**src/rtl/sspmp_pkg.sv**
```systemverilog
package sspmp_pkg;

   typedef enum logic [2:0] {
      ACC_LOAD   = 3'd0,
      ACC_STORE  = 3'd1,
      ACC_FETCH  = 3'd2,
      ACC_PUSH   = 3'd3,
      ACC_POPCHK = 3'd4,
      ACC_SWAP   = 3'd5,
      ACC_IMP_RD = 3'd6,
      ACC_IMP_WR = 3'd7
   } acc_kind_e;

   localparam logic [1:0] PRIV_M = 2'b11;

   typedef struct packed {
      logic ss_st;    // shadow-stack store: push or swap
      logic ss_ld;    // shadow-stack load: pop-check
      logic plain_wr; // ordinary store
      logic imp_rd;   // implicit read
      logic imp_wr;   // implicit write
   } acc_class_t;

endpackage

```
**src/rtl/sspmp_sel_reg.sv**
```systemverilog
module sspmp_sel_reg #(
   parameter int NUM_REGIONS   = 16,
   parameter int SEL_W         = 4,
   parameter bit CLAMP_ILLEGAL = 1'b0
) (
   input  logic             clk,
   input  logic             rst_n,
   input  logic             lockdown_i,
   input  logic             wr_en_i,
   input  logic [SEL_W-1:0] wr_data_i,
   output logic [SEL_W-1:0] sel_q
);
   localparam logic [SEL_W:0]   LIMIT   = (SEL_W + 1)'(NUM_REGIONS);
   localparam logic [SEL_W-1:0] TOP_IDX = SEL_W'(NUM_REGIONS - 1);

   logic             legal;
   logic [SEL_W-1:0] legal_val;

   assign legal = ({1'b0, wr_data_i} < LIMIT);

   generate
      if (CLAMP_ILLEGAL) begin : g_clamp
         assign legal_val = legal ? wr_data_i : TOP_IDX;
      end else begin : g_hold
         assign legal_val = legal ? wr_data_i : sel_q;
      end
   endgenerate

   always_ff @(posedge clk or negedge rst_n) begin
      if (!rst_n)                       sel_q <= '0;
      else if (wr_en_i && !lockdown_i)  sel_q <= legal_val;
   end

   p_locked_hold_r3: assert property (@(posedge clk) disable iff (!rst_n)
      (lockdown_i && wr_en_i) |=> $stable(sel_q));

   p_legal_range_r4: assert property (@(posedge clk) disable iff (!rst_n)
      ({1'b0, sel_q} < LIMIT));

endmodule

```
**src/rtl/sspmp_classify.sv**
```systemverilog
module sspmp_classify
   import sspmp_pkg::*;
(
   input  logic [2:0]  kind_i,
   output acc_class_t  cls_o
);
   acc_kind_e kind;
   assign kind = acc_kind_e'(kind_i);

   always_comb begin
      cls_o          = '0;
      cls_o.ss_st    = (kind == ACC_PUSH) || (kind == ACC_SWAP);
      cls_o.ss_ld    = (kind == ACC_POPCHK);
      cls_o.plain_wr = (kind == ACC_STORE);
      cls_o.imp_rd   = (kind == ACC_IMP_RD);
      cls_o.imp_wr   = (kind == ACC_IMP_WR);
   end
endmodule

```
**src/rtl/sspmp_rules.sv**
```systemverilog
module sspmp_rules
   import sspmp_pkg::*;
#(
   parameter int SEL_W = 4
) (
   input  logic             clk,
   input  logic             rst_n,
   input  logic             priv_m_i,
   input  acc_class_t       cls_i,
   input  logic             chk_req_i,
   input  logic             match_valid_i,
   input  logic [SEL_W-1:0] match_idx_i,
   input  logic             match_r_i,
   input  logic             match_w_i,
   input  logic [SEL_W-1:0] sel_i,
   output logic             fault_load_o,
   output logic             fault_store_o
);
   logic sel_on, hit;
   logic perm_ld, perm_st, mach_ld, mach_st;

   assign sel_on = (sel_i != '0);
   assign hit    = sel_on && match_valid_i && (match_idx_i == sel_i);

   // permission rule, any privilege
   assign perm_ld = chk_req_i && cls_i.ss_ld && !match_r_i;
   assign perm_st = chk_req_i && cls_i.ss_st && !match_w_i;

   // machine-level region rules; a zero selector never hits
   assign mach_ld = (cls_i.ss_ld && !hit) || (cls_i.imp_rd && hit);
   assign mach_st = (cls_i.ss_st && !hit) ||
                    ((cls_i.plain_wr || cls_i.imp_wr) && hit);

   assign fault_load_o  = perm_ld || (priv_m_i && mach_ld);
   assign fault_store_o = perm_st || (priv_m_i && mach_st);

   p_one_type_r11: assert property (@(posedge clk) disable iff (!rst_n)
      $onehot0({fault_load_o, fault_store_o}));

   p_below_m_quiet_r10: assert property (@(posedge clk) disable iff (!rst_n)
      (!priv_m_i && !chk_req_i) |-> !(fault_load_o || fault_store_o));

   p_sel_zero_r5: assert property (@(posedge clk) disable iff (!rst_n)
      (priv_m_i && !sel_on && cls_i.ss_st) |-> fault_store_o);

   p_hit_write_r7: assert property (@(posedge clk) disable iff (!rst_n)
      (priv_m_i && hit && cls_i.plain_wr) |-> fault_store_o);

endmodule

```
**src/rtl/sspmp_guard.sv**
```systemverilog
module sspmp_guard
   import sspmp_pkg::*;
#(
   parameter int NUM_REGIONS   = 16,
   parameter bit CLAMP_ILLEGAL = 1'b0,
   localparam int SEL_W        = $clog2(NUM_REGIONS)
) (
   input  logic             clk,
   input  logic             rst_n,
   input  logic [1:0]       priv_i,
   input  logic [2:0]       kind_i,
   input  logic             chk_req_i,
   input  logic             match_valid_i,
   input  logic [SEL_W-1:0] match_idx_i,
   input  logic             match_r_i,
   input  logic             match_w_i,
   input  logic             lockdown_i,
   input  logic             sel_wr_en_i,
   input  logic [SEL_W-1:0] sel_wr_data_i,
   output logic [SEL_W-1:0] sel_o,
   output logic             fault_load_o,
   output logic             fault_store_o
);
   generate
      if (NUM_REGIONS < 2 || NUM_REGIONS > 64) begin : g_bad_cfg
         $error("sspmp_guard: NUM_REGIONS must lie in 2..64");
      end
   endgenerate

   acc_class_t cls;

   sspmp_sel_reg #(
      .NUM_REGIONS  (NUM_REGIONS),
      .SEL_W        (SEL_W),
      .CLAMP_ILLEGAL(CLAMP_ILLEGAL)
   ) u_sel (
      .clk       (clk),
      .rst_n     (rst_n),
      .lockdown_i(lockdown_i),
      .wr_en_i   (sel_wr_en_i),
      .wr_data_i (sel_wr_data_i),
      .sel_q     (sel_o)
   );

   sspmp_classify u_cls (
      .kind_i(kind_i),
      .cls_o (cls)
   );

   sspmp_rules #(.SEL_W(SEL_W)) u_rules (
      .clk          (clk),
      .rst_n        (rst_n),
      .priv_m_i     (priv_i == PRIV_M),
      .cls_i        (cls),
      .chk_req_i    (chk_req_i),
      .match_valid_i(match_valid_i),
      .match_idx_i  (match_idx_i),
      .match_r_i    (match_r_i),
      .match_w_i    (match_w_i),
      .sel_i        (sel_o),
      .fault_load_o (fault_load_o),
      .fault_store_o(fault_store_o)
   );
endmodule

```
**config.mk**
```make
export PLATFORM = sky130hd
export DESIGN_NAME = sspmp_guard
export DESIGN_NICKNAME = d
export VERILOG_FILES = /design/src/rtl/sspmp_pkg.sv /design/src/rtl/sspmp_sel_reg.sv /design/src/rtl/sspmp_classify.sv /design/src/rtl/sspmp_rules.sv /design/src/rtl/sspmp_guard.sv
export SDC_FILE = /design/constraint.sdc
export NUM_CORES = 1
export LEC_CHECK = 0
export CORE_AREA = 4 4 41 43
export DETAILED_ROUTE_END_ITERATION = 10
export DIE_AREA = 0 0 45 47
export PLACE_DENSITY = 0.62
export SYNTH_ARGS = -nofsm -noshare
export SYNTH_HDL_FRONTEND = slang
export SYNTH_SLANG_ARGS = --single-unit
```
**constraint.sdc**
```tcl
create_clock -name clk -period 1.5 [get_ports clk]
set_input_delay 0.15 -clock clk [delete_from_list [all_inputs] [get_ports clk]]
set_output_delay 0.15 -clock clk [all_outputs]
set_load 0.02 [all_outputs]
```
* After elaboration in Yosys (flattened, before gate mapping)
Cells that the tools add are included.
Storage, ports and cells: output and inout bits 6, bits in registers 4, word-level logic and storage cells 33, bits of input ports 21
Operators by class: eq/ne operators 8, reductions and logical operators 24
Operators with widths (count):
- $logic_and A1 B1 Y1 | 13
- $eq A3 B3 Y1 const B | 4
- $logic_or A1 B1 Y1 | 6
- $eq A4 B4 Y1 | 1
- $logic_not A1 Y1 | 4
- $reduce_bool A4 Y1 | 1
- $eq A3 B1 Y1 const B | 1
- $eq A3 B2 Y1 const B | 1
- $eq A2 B2 Y1 const B | 1

* Longest topological paths before layout
Gate-level depths: netlist of run 1.
depth after elaboration 8, gate-level depth with buffers 4, depth with buffers taken out 4

* Hierarchy
From an unflattened synthesis of run 1, not the netlist that was laid out.
Second synthesis, totals: cell total of the unflattened synthesis 35, area, all modules 361.6 um^2
Modules (own cells, without submodules):
- sspmp_sel_reg | instances 1, area an instance 173.9 um^2, cells an instance 9, seq. area each 100.1 um^2
- sspmp_rules | instances 1, area an instance 133.9 um^2, cells an instance 19, seq. area each 0.0 um^2
- sspmp_classify | instances 1, area an instance 47.5 um^2, cells an instance 6, seq. area each 0.0 um^2
- sspmp_guard | instances 1, area an instance 6.3 um^2, cells an instance 1, seq. area each 0.0 um^2

* Least setup slack after synthesis of run 1
OpenSTA, ideal clock, no wires.
path kind reg-to-output, start point register u_sel.sel_q[0], end point output port fault_store_o, buffers on the path 0, cell stages (with the launch flop) 5, path slack -0.016 ns, arrival time 1.366 ns, data required time 1.350 ns, cells stage by stage dfrtp_1 > xnor2_1 > and4_1 > a21boi_1 > o31ai_2
On the way: cells in the longest elaborated chain, start to end 8, elaborated cells on any way between the ends 10, classes of those cells eq/ne: 1; reduce/logical: 9
Ends and longest elaborated chain:
- start: declaration | RTL line sspmp_sel_reg.sv:11 | output logic [SEL_W-1:0] sel_q
- start signal: assignment | RTL line sspmp_sel_reg.sv:31 | else if (wr_en_i && !lockdown_i) sel_q <= legal_val;
- $reduce_bool A4 Y1 | RTL line sspmp_rules.sv:22 | assign sel_on = (sel_i != '0);
- $logic_and A1 B1 Y1 | RTL line sspmp_rules.sv:23 | assign hit = sel_on && match_valid_i && (match_idx_i == sel_i);
- $logic_and A1 B1 Y1 (*) | RTL line sspmp_rules.sv:23
- $logic_not A1 Y1 | RTL line sspmp_rules.sv:31 | assign mach_st = (cls_i.ss_st && !hit) ||
- $logic_and A1 B1 Y1 | RTL line sspmp_rules.sv:31
- $logic_or A1 B1 Y1 (*) | RTL line sspmp_rules.sv:31
- $logic_and A1 B1 Y1 (*) | RTL line sspmp_rules.sv:35 | assign fault_store_o = perm_st || (priv_m_i && mach_st);
- $logic_or A1 B1 Y1 (*) | RTL line sspmp_rules.sv:35
- end: declaration | RTL line sspmp_guard.sv:22 | output logic fault_store_o
Mark *: on every way between the ends. The rest lies on a longest branch, timed or not.

* Worst setup path in the final report of run 1
Same ends and word-level chain as after synthesis.

==> results of run 1 <==
-- stage by stage --
step                      cell area [um2]  hold slack, ns  utilization (%)  power (mW)
after floorplan                       338          -0.146                -       0.234
after global placement                669           0.367             51.4       0.374
after detailed placement              669           0.363             51.4       0.374
after CTS                             734          0.0994             56.4       0.545
after global routing                  752          0.0991             57.8       0.594
final                                 752           0.108             57.8       0.546
-- worst paths after layout --
path | start | endpoint | slack (ns) | cells after the start
hold / removal | rst_n | u_sel.sel_q[0] | 0.11 | 1
hold reg to reg | u_sel.sel_q[0] | u_sel.sel_q[0] | 0.60 | 1
setup reg to reg | u_sel.sel_q[2] | u_sel.sel_q[2] | 0.41 | 3
min in group clk | sel_wr_data_i[2] | u_sel.sel_q[2] | 0.51 | 2
setup / recovery | u_sel.sel_q[0] | fault_store_o | -0.19 | 5
max in group asynchronous | rst_n | u_sel.sel_q[1] | 1.22 | 1
-- timing repair --
| item | 4_1_cts | 5_1_grt |
|---|---|---|
| pin swaps | 14 | 3 |
| gates resized for setup | 24 | 2 |
| endpoints found under the hold margin | 0 | 0 |
| setup endpoints to repair | 5 | 2 |
| setup buffers | 1 | 1 |
-- metal layers --
layer / up-vias / routed length [um] / part of all wire, %
li1: 207 / - / -
met1: 186 / 390 / 40
met2: 15 / 481 / 49
met3: 5 / 85 / 8.6
met4: 0 / 28 / 2.8
met5: - / 0 / 0
-- cells in the mapped netlist --
library cell and n:
mux2_2 1, dfrtp_1 4, nor3_1 3, and4_1 1
inv_1 1, a21oi_1 1, nand4_1 1, and4b_1 1
nor2b_1 1, mux2_1 3, or2_1 1, a22o_1 2
o31ai_2 1, nor2_1 1, nand2_1 2, nor4b_2 1
a21boi_1 1, o21ai_1 1, xnor2_1 4, or3_1 1
nand3_1 1, o21a_1 1
-- power by group through the flow --
stage,logic [mW],clock network (mW),registers (mW)
CTS,0.248,0.148,0.149
finish,0.260,0.136,0.150
detailed placement,0.233,0,0.142
global placement,0.233,0,0.140
global route,0.280,0.162,0.152
floorplan,0.0725,0,0.161
-- cell families (layout without fill, tap and decap cells) --
logic type	count (synthesis)	in the layout	share of synthesized area, %
buffers and inverters	1	39	1.14
xor gates and xnor gates	4	4	10.6
AOI/OAI and AO/OA	7	7	16.7
and+or+nand+nor	14	14	27.4
muxes	4	4	13.7
DFF	4	4	30.4
-- layout make-up --
type	count	area (um2)
flip-flops and latches	4	103
well taps	15	18.8
repair buffers	35	325
fillers	121	549
clock buffers	3	22.5
multi-input cells	29	279
inverters	1	3.75
-- worst max-delay path: cells and delay by family, from the launching register on --
family | cells | cell delay (ns)
DFF | 1 | 0.44
AOI/OAI and AO/OA | 2 | 0.30
and+or+nand+nor | 1 | 0.25
xor gates and xnor gates | 1 | 0.17
buffers and inverters | 1 | 0.15
==> results.py, run 1 <==
metrics = {
    "sta": {
        "finalSetupTns_ns": -0.287,
        "setup_viol": 2,
        "max_freq_mhz": 591,
        "skew_ns": 0,
        "max_slew_margin_pct": 81.1,
        "setup_ws_ns": -0.193,
        "rsz0062_at_grt": "true",
        "fin_crit_ns": 1.69,
        "worst_pin_slew_ns": 0.282,
        "finalCritPeriodShare_pct": 113,
        "drv_slew": 0,
        "final-hold-violation-count": 0,
    },
    "cts": {
        "cts-buffers-inserted": 3,
        "htree_levels": 1,
        "cts-hold-fix-buffers": 0,
        "path_clk_slew_ns": 0.04,
        "cts_root_buf": "clkbuf_4",
        "cts_tree": "built",
        "clk_latency_ns": 0.24,
        "cts.sinks": 4,
        "clock_path_buffers": 2,
    },
    "die": {
        "initial_core_util_pct": 25.3,
        "die_w_um": 45,
        "rows": 13,
        "coreArea_mm2": 0.00130,
        "die_h_um": 47,
        "die-area_mm2": 0.00212,
        "io_pins": 27,
    },
    "yosys": {
        "synth.top_cell.area_share_pct": 30.4,
        "synth_cells": 34,
        "syn_area_um2": 329,
        "yosys.area.top_type": "dfrtp_1",
        "ys_warn_count": 0,
        "synth_top_cells_by_area": "dfrtp_1 30%, xnor2_1 11%, mux2_1 10%",
        "syn-num-nets": 55,
        "yosys.cell_types.count": 22,
        "ys_ff_latch": 4,
        "yosysSeqAreaShare_pct": 30.4,
        "syn_area_per_cell_um2": 9.68,
    },
    "critical_path": {
        "worst_setup_path_end_kind": "primary output",
        "crit_path_max_fanout": 4,
        "crit_arrival_ns": 1.54,
        "crit_slowest_cell": "dfrtp_2",
        "worstPathCellList": "xnor2_2, and4_4, a21boi_2, o31ai_4, buf_6",
        "crit_type": "flop to primary output",
        "worstPathRequired_ns": 1.35,
        "slowest_delay_ns": 0.44,
        "startpoint_type": "flop",
    },
    "power_and_ir_drop": {
        "p_int_mw": 0.375,
        "power_density_mw_per_mm2": 726,
        "switching_share_pct": 31.3,
        "leakage_nw": 0.314,
        "ir_drop_uv": 537,
        "seqPwrFrac_pct": 27.4,
        "power_frac_comb_pct": 47.7,
        "clkPwrFrac_pct": 24.9,
        "p_switching_mw": 0.171,
    },
    "route": {
        "drt-total-wl_um": 985,
        "drt-wirelength-per-cell_um": 11.3,
        "antenna_left": 0,
        "vias": 413,
        "drt_iter0_drc": 1,
        "drcViolationCount": 0,
        "drtPass1Iterations": 2,
        "vias_per_cell": 4.75,
    },
    "grt": {
        "use_met2_pct": 16.9,
        "grt_pass1_vias": 398,
        "grt_overflow": 0,
        "grt_use_total_pct": 10.6,
        "antenna_found_initial": 0,
        "grtUsageMet1_pct": 10.6,
        "grt_max_degree": 5,
        "met3_usage_pct": 4.60,
        "globalRoute.busiestLayer": "met2",
        "grt_pass1_wl_um": 1520,
    },
    "run_status": {
        "run_status": "finished with violations",
        "violations": "setup timing",
    },
    "place": {
        "portBuffers": 26,
        "place_congestion": 0.654,
        "dp_hpwl_um": 807,
        "dp.cells": 82,
        "dp_slack_ns": -0.607,
    },
    "finish": {
        "final_common_cell": "clkdlybuf4s50_1",
        "regMostFlops": "u_sel.sel_q",
        "antenna_cells": 0,
        "top_regs": "u_sel.sel_q: 4 flops",
        "stdcell_count": 87,
        "final_nets": 95,
        "layout_common_cells": "20 x clkdlybuf4s50_1, 9 x buf_4, 4 x dlygate4sd2_1",
        "largest_reg_flops": 4,
        "area_growth_pct": 129,
        "drive_above_1_share_pct": 36.1,
    },
    "flow_run": {
        "drv_cap": 0,
    },
    "worst_hold_path": {
        "holdCritPathClass": "primary input to async pin",
    },
}
Note: power is estimated with default switching activity, not from simulation.
==> inputs of run 2 (changes only) <==
SETUP_SLACK_MARGIN = 0.5   (was unset)
==> run 2 against run 1 <==
Effect of this change:
- the flow still finishes with violations (setup timing)
- first-iteration DRC count grew to 5.0 times the previous value
- cell count is 1.1% higher
- combinational power is 22% higher
- hold slack better by 0.0099 ns
- critical path depth stayed put
- via count is 2.7% lower
- fmax hardly changed
==> results.py, run 2 (synthesized netlist as in run 1, its figures left out) <==
metrics = {
    "sta": {
        "fin_crit_ns": 1.69,
        "setup_ws_ns": -0.194,
        "rsz0062_at_grt": "true",
        "finalCritPeriodShare_pct": 113,
        "worst_pin_slew_ns": 0.361,
        "max_freq_mhz": 590,
        "final-hold-violation-count": 0,
        "drv_slew": 0,
        "skew_ns": 0,
        "max_slew_margin_pct": 75.7,
        "setup_viol": 2,
    },
    "critical_path": {
        "crit_path_max_fanout": 2,
        "worstPathRequired_ns": 1.35,
        "reg2regPathDepth": 3,
        "crit_type": "flop to primary output",
        "startpoint_type": "flop",
        "r2r_setup_slack_ns": 0.45,
        "worstReg2RegEnd": "u_sel.sel_q[1]",
        "worst_setup_path_end_kind": "primary output",
        "reg2reg_from": "u_sel.sel_q[1]",
        "crit_arrival_ns": 1.54,
    },
    "die": {
        "die_w_um": 45,
        "initial_core_util_pct": 25.3,
        "die_h_um": 47,
        "coreArea_mm2": 0.00130,
        "die-area_mm2": 0.00212,
        "io_pins": 27,
        "rows": 13,
    },
    "power_and_ir_drop": {
        "seqPwrFrac_pct": 25.3,
        "ir_drop_uv": 570,
        "p_switching_mw": 0.189,
        "p_int_mw": 0.417,
        "clkPwrFrac_pct": 22.3,
        "power_density_mw_per_mm2": 731,
        "leakage_nw": 0.359,
        "switching_share_pct": 31.2,
        "power_mw": 0.607,
        "power_frac_comb_pct": 52.3,
    },
    "finish": {
        "layout_common_cells": "18 x clkdlybuf4s50_1, 12 x buf_6, 4 x mux2_4, 4 x buf_4, 4 x dfrtp_2",
        "regMostFlops": "u_sel.sel_q",
        "area_growth_pct": 152,
        "fillCellCount": 105,
        "multi_input_area_um2": 313,
        "final_nets": 96,
        "largest_reg_flops": 4,
        "drive_above_1_share_pct": 53.4,
        "final_common_cell": "clkdlybuf4s50_1",
        "final_area_um2": 830,
        "top_regs": "u_sel.sel_q: 4 flops",
        "antenna_cells": 0,
        "seq_area_um2": 105,
    },
    "cts": {
        "clk_latency_ns": 0.24,
        "path_clk_slew_ns": 0.04,
        "clock_path_buffers": 2,
        "htree_levels": 1,
        "cts-buffers-inserted": 3,
        "cts.sinks": 4,
        "cts-hold-fix-buffers": 0,
        "cts_root_buf": "clkbuf_4",
        "cts_tree": "built",
    },
    "route": {
        "vias": 402,
        "drt-wirelength-per-cell_um": 13.1,
        "drtPass1Iterations": 2,
        "drt-total-wl_um": 1160,
        "antenna_left": 0,
        "drt_iter0_drc": 5,
        "drcViolationCount": 0,
        "vias_per_cell": 4.57,
    },
    "grt": {
        "grt_overflow": 0,
        "grt_pass1_vias": 412,
        "grt_pass1_wl_um": 1780,
        "grt_max_degree": 5,
        "grt_use_total_pct": 12.0,
        "antenna_found_initial": 0,
    },
    "place": {
        "portBuffers": 26,
        "dp_hpwl_um": 894,
        "placed_area_um2": 701,
        "place_congestion": 0.694,
        "dp_slack_ns": -0.583,
    },
    "flow_run": {
        "drv_cap": 0,
    },
    "run_status": {
        "run_status": "finished with violations",
        "violations": "setup timing",
    },
    "worst_hold_path": {
        "holdCritPathClass": "primary input to async pin",
    },
}
run 2: changes by cell type in the layout (fill, tap and decap cells not counted), moves of 2 or more:
cell,before,now
buf_6,2,12
dlygate4sd2_1,4,1
mux2_1,3,0
dfrtp_2,2,4
clkdlybuf4s50_1,20,18
mux2_4,0,4
dfrtp_1,2,0
buf_4,9,4
run 2: what timing repair did:
| action | in CTS | in global routing |
|---|---|---|
| setup buffers | 2 | 1 |
| pin swaps | 8 | 6 |
| resized for setup | 49 | 5 |
| gates cloned | 0 | 0 |
| endpoints found under the setup margin | 10 | 9 |
run 2: how the worst max path moves through the flow:
stage | start | endpoint | slack [ns] | cells after the start
after floorplan | u_sel.sel_q[3] | fault_store_o | 0.13 | 4
after detailed placement | kind_i[1] | fault_store_o | -0.58 | 5
after CTS | u_sel.sel_q[3] | fault_store_o | -0.21 | 5
after global placement | kind_i[1] | fault_store_o | -0.58 | 5
after global routing | u_sel.sel_q[3] | fault_store_o | -0.27 | 5
final | u_sel.sel_q[3] | fault_store_o | -0.19 | 5
run 2: metrics by stage:
| step | std cells | setup TNS, ns | util, % | hold slack (ns) |
|---|---|---|---|---|
| global placement | 82 | -1.12 | 53.8 | 0.371 |
| finish | 88 | -0.378 | 63.7 | 0.118 |
| detailed placement | 82 | -1.14 | 53.8 | 0.375 |
| floorplan | 34 | 0 | - | -0.146 |
| CTS | 87 | -0.354 | 61.6 | 0.123 |
| global route | 88 | -0.511 | 63.7 | 0.124 |
run 2: final cells by class:
| class | instances | share of cell area, % |
|---|---|---|
| Timing Repair Buffer | 36 | 44.2 |
| Multi-Input combinational cell | 29 | 37.7 |
| Sequential cell | 4 | 12.7 |
| Tap cell | 15 | 2.26 |
| Inverter | 1 | 0.452 |
| Clock buffer | 3 | 2.71 |
run 2: power by group through the flow:
stage	Combinational [mW]	Clock, mW	Sequential [mW]
after floorplan	0.0827	0	0.171
after global placement	0.244	0	0.150
after detailed placement	0.245	0	0.149
after CTS	0.299	0.139	0.153
after global routing	0.339	0.150	0.156
final	0.318	0.136	0.154
run 2: layer usage:
layer	GRT usage (%)	share of wire (%)	vias up
met1	14.6	44	183
li1	-	-	209
met3	5.36	5.4	0
met4	5.26	0	0
met2	18.4	50	10
met5	0	0	-
run 2: worst max-delay path, cell delays in order, from the launching register on:
cell and delay (ns):
dfrtp_2 0.40, or2_1 0.25, o21ai_2 0.19, a21boi_2 0.10, o31ai_4 0.22, buf_6 0.14
==> inputs of run 3 (changes only) <==
REMOVE_ABC_BUFFERS = 1   (was unset)
TNS_END_PERCENT = 100   (was unset)
==> run 3 against run 2 <==
Effect of this change:
- the flow still finishes with violations (setup timing)
- first-iteration DRC count shrank 20%
- sequential cell count did not move
- global-route usage is 1.7 points lower
==> results.py, run 3 (synthesized netlist as in run 1, its figures left out) <==
metrics = {
    "run_status": {
        "run_status": "finished with violations",
        "violations": "setup timing",
    },
    "place": {
        "place_congestion": 0.710,
        "dp_hpwl_um": 781,
        "dp.cells": 82,
        "portBuffers": 26,
        "dp_slack_ns": -0.577,
    },
    "route": {
        "vias": 403,
        "wl_met1_um": 387,
        "vias_per_cell": 4.63,
        "dr_wl_met2_um": 518,
        "drcViolationCount": 0,
        "drtPass1Iterations": 3,
        "drt-total-wl_um": 1060,
        "met3_length_um": 112,
        "drt-wirelength-per-cell_um": 12.1,
        "top_layer_used": "met4",
        "drt_iter0_drc": 4,
        "antenna_left": 0,
    },
    "die": {
        "die_h_um": 47,
        "initial_core_util_pct": 25.3,
        "io_pins": 27,
        "die-area_mm2": 0.00212,
        "rows": 13,
        "die_w_um": 45,
        "coreArea_mm2": 0.00130,
    },
    "critical_path": {
        "reg2regPathDepth": 4,
        "r2r_setup_slack_ns": 0.32,
        "crit_type": "flop to primary output",
        "worstPathRequired_ns": 1.35,
        "crit_path_max_fanout": 3,
        "crit_arrival_ns": 1.53,
        "worstReg2RegEnd": "u_sel.sel_q[1]",
        "worst_setup_path_end_kind": "primary output",
        "startpoint_type": "flop",
        "reg2reg_from": "u_sel.sel_q[1]",
    },
    "sta": {
        "skew_ns": 0,
        "rsz0062_at_grt": "true",
        "setup_viol": 2,
        "worst_pin_slew_ns": 0.275,
        "fin_crit_ns": 1.68,
        "max_freq_mhz": 595,
        "max_slew_margin_pct": 81.5,
        "final-hold-violation-count": 0,
        "drv_slew": 0,
        "setup_ws_ns": -0.180,
        "finalCritPeriodShare_pct": 112,
    },
    "grt": {
        "grt_use_total_pct": 10.3,
        "grt_overflow": 0,
        "grt_max_degree": 5,
        "grt_pass1_vias": 407,
        "grt_pass1_wl_um": 1480,
        "antenna_found_initial": 0,
    },
    "cts": {
        "cts-buffers-inserted": 3,
        "cts_root_buf": "clkbuf_4",
        "clk_latency_ns": 0.24,
        "htree_levels": 1,
        "clock_path_buffers": 2,
        "cts.sinks": 4,
        "path_clk_slew_ns": 0.04,
        "cts_tree": "built",
    },
    "flow_run": {
        "drv_cap": 0,
    },
    "finish": {
        "drive_above_1_share_pct": 44.4,
        "regMostFlops": "u_sel.sel_q",
        "postLayoutCoreUtil_pct": 59.0,
        "final_nets": 95,
        "top_regs": "u_sel.sel_q: 4 flops",
        "antenna_cells": 0,
        "final_common_cell": "clkdlybuf4s50_1",
        "stdcell_count": 87,
        "largest_reg_flops": 4,
        "layout_common_cells": "17 x clkdlybuf4s50_1, 8 x buf_4, 7 x buf_6",
        "area_growth_pct": 133,
        "fillCellCount": 124,
    },
    "power_and_ir_drop": {
        "power_density_mw_per_mm2": 739,
        "ir_drop_uv": 484,
        "power_mw": 0.568,
        "leakage_nw": 0.335,
    },
    "worst_hold_path": {
        "holdCritPathClass": "primary input to async pin",
    },
}
## run 3: cell types whose count changed in the layout (fill, tap and decap cells not counted), moves of 2 or more
| cell | change |
|---|---|
| buf_6 | -5 |
| mux2_1 | +2 |
| mux2_4 | -2 |
| buf_4 | +4 |
## run 3: worst max-delay path by stage
stage	startpoint	end	slack [ns]	cells past startpoint
finish	u_sel.sel_q[0]	fault_store_o	-0.18	5
global route	u_sel.sel_q[1]	fault_store_o	-0.23	5
CTS	u_sel.sel_q[1]	fault_store_o	-0.18	5
detailed placement	match_idx_i[1]	fault_store_o	-0.58	6
global placement	match_idx_i[0]	fault_store_o	-0.56	6
floorplan	u_sel.sel_q[0]	fault_store_o	-0.02	4
## run 3: critical path: stages (launching register included)
cell and delay, ns:
dfrtp_2 0.44, xnor2_2 0.14, and4_1 0.24, a21boi_1 0.09, o31ai_2 0.21, buf_4 0.17
## run 3: what timing repair did
action	4_1_cts	5_1_grt
setup buffers	1	1
pin swaps	7	5
resized for setup	39	14
setup endpoints to repair	10	10
cloned	0	0
hold buffers	0	0
## run 3: per-layer routing
metal | vias up | global-route usage, %
li1 | 207 | -
met1 | 171 | 11.0
met2 | 20 | 14.7
met3 | 5 | 4.60
met4 | 0 | 10.5
met5 | - | 0
## run 3: layout make-up
type,instances,area [um2],share of cell area [%]
clock buffer,3,22.5,2.93
inverter,1,3.75,0.489
multi-input combinational,29,280,36.5
sequential,4,104,13.5
timing repair buffer,35,339,44.1
tap,15,18.8,2.44
## run 3: where the power goes
part	total, mW	switching (mW)	internal, mW
clock network	0.135	0.0455	0.0896
registers	0.152	0.0248	0.127
logic	0.281	0.103	0.178
total	0.568	0.173	0.394
## run 3: per-stage QoR
stage / instance area [um2] / hold slack, ns / TNS [ns]
2_1_floorplan: 329 / -0.146 / -0.0162
3_3_place_gp: 661 / 0.373 / -1.08
3_5_place_dp: 661 / 0.374 / -1.14
4_1_cts: 699 / 0.116 / -0.270
5_1_grt: 768 / 0.133 / -0.435
6_report: 768 / 0.121 / -0.273
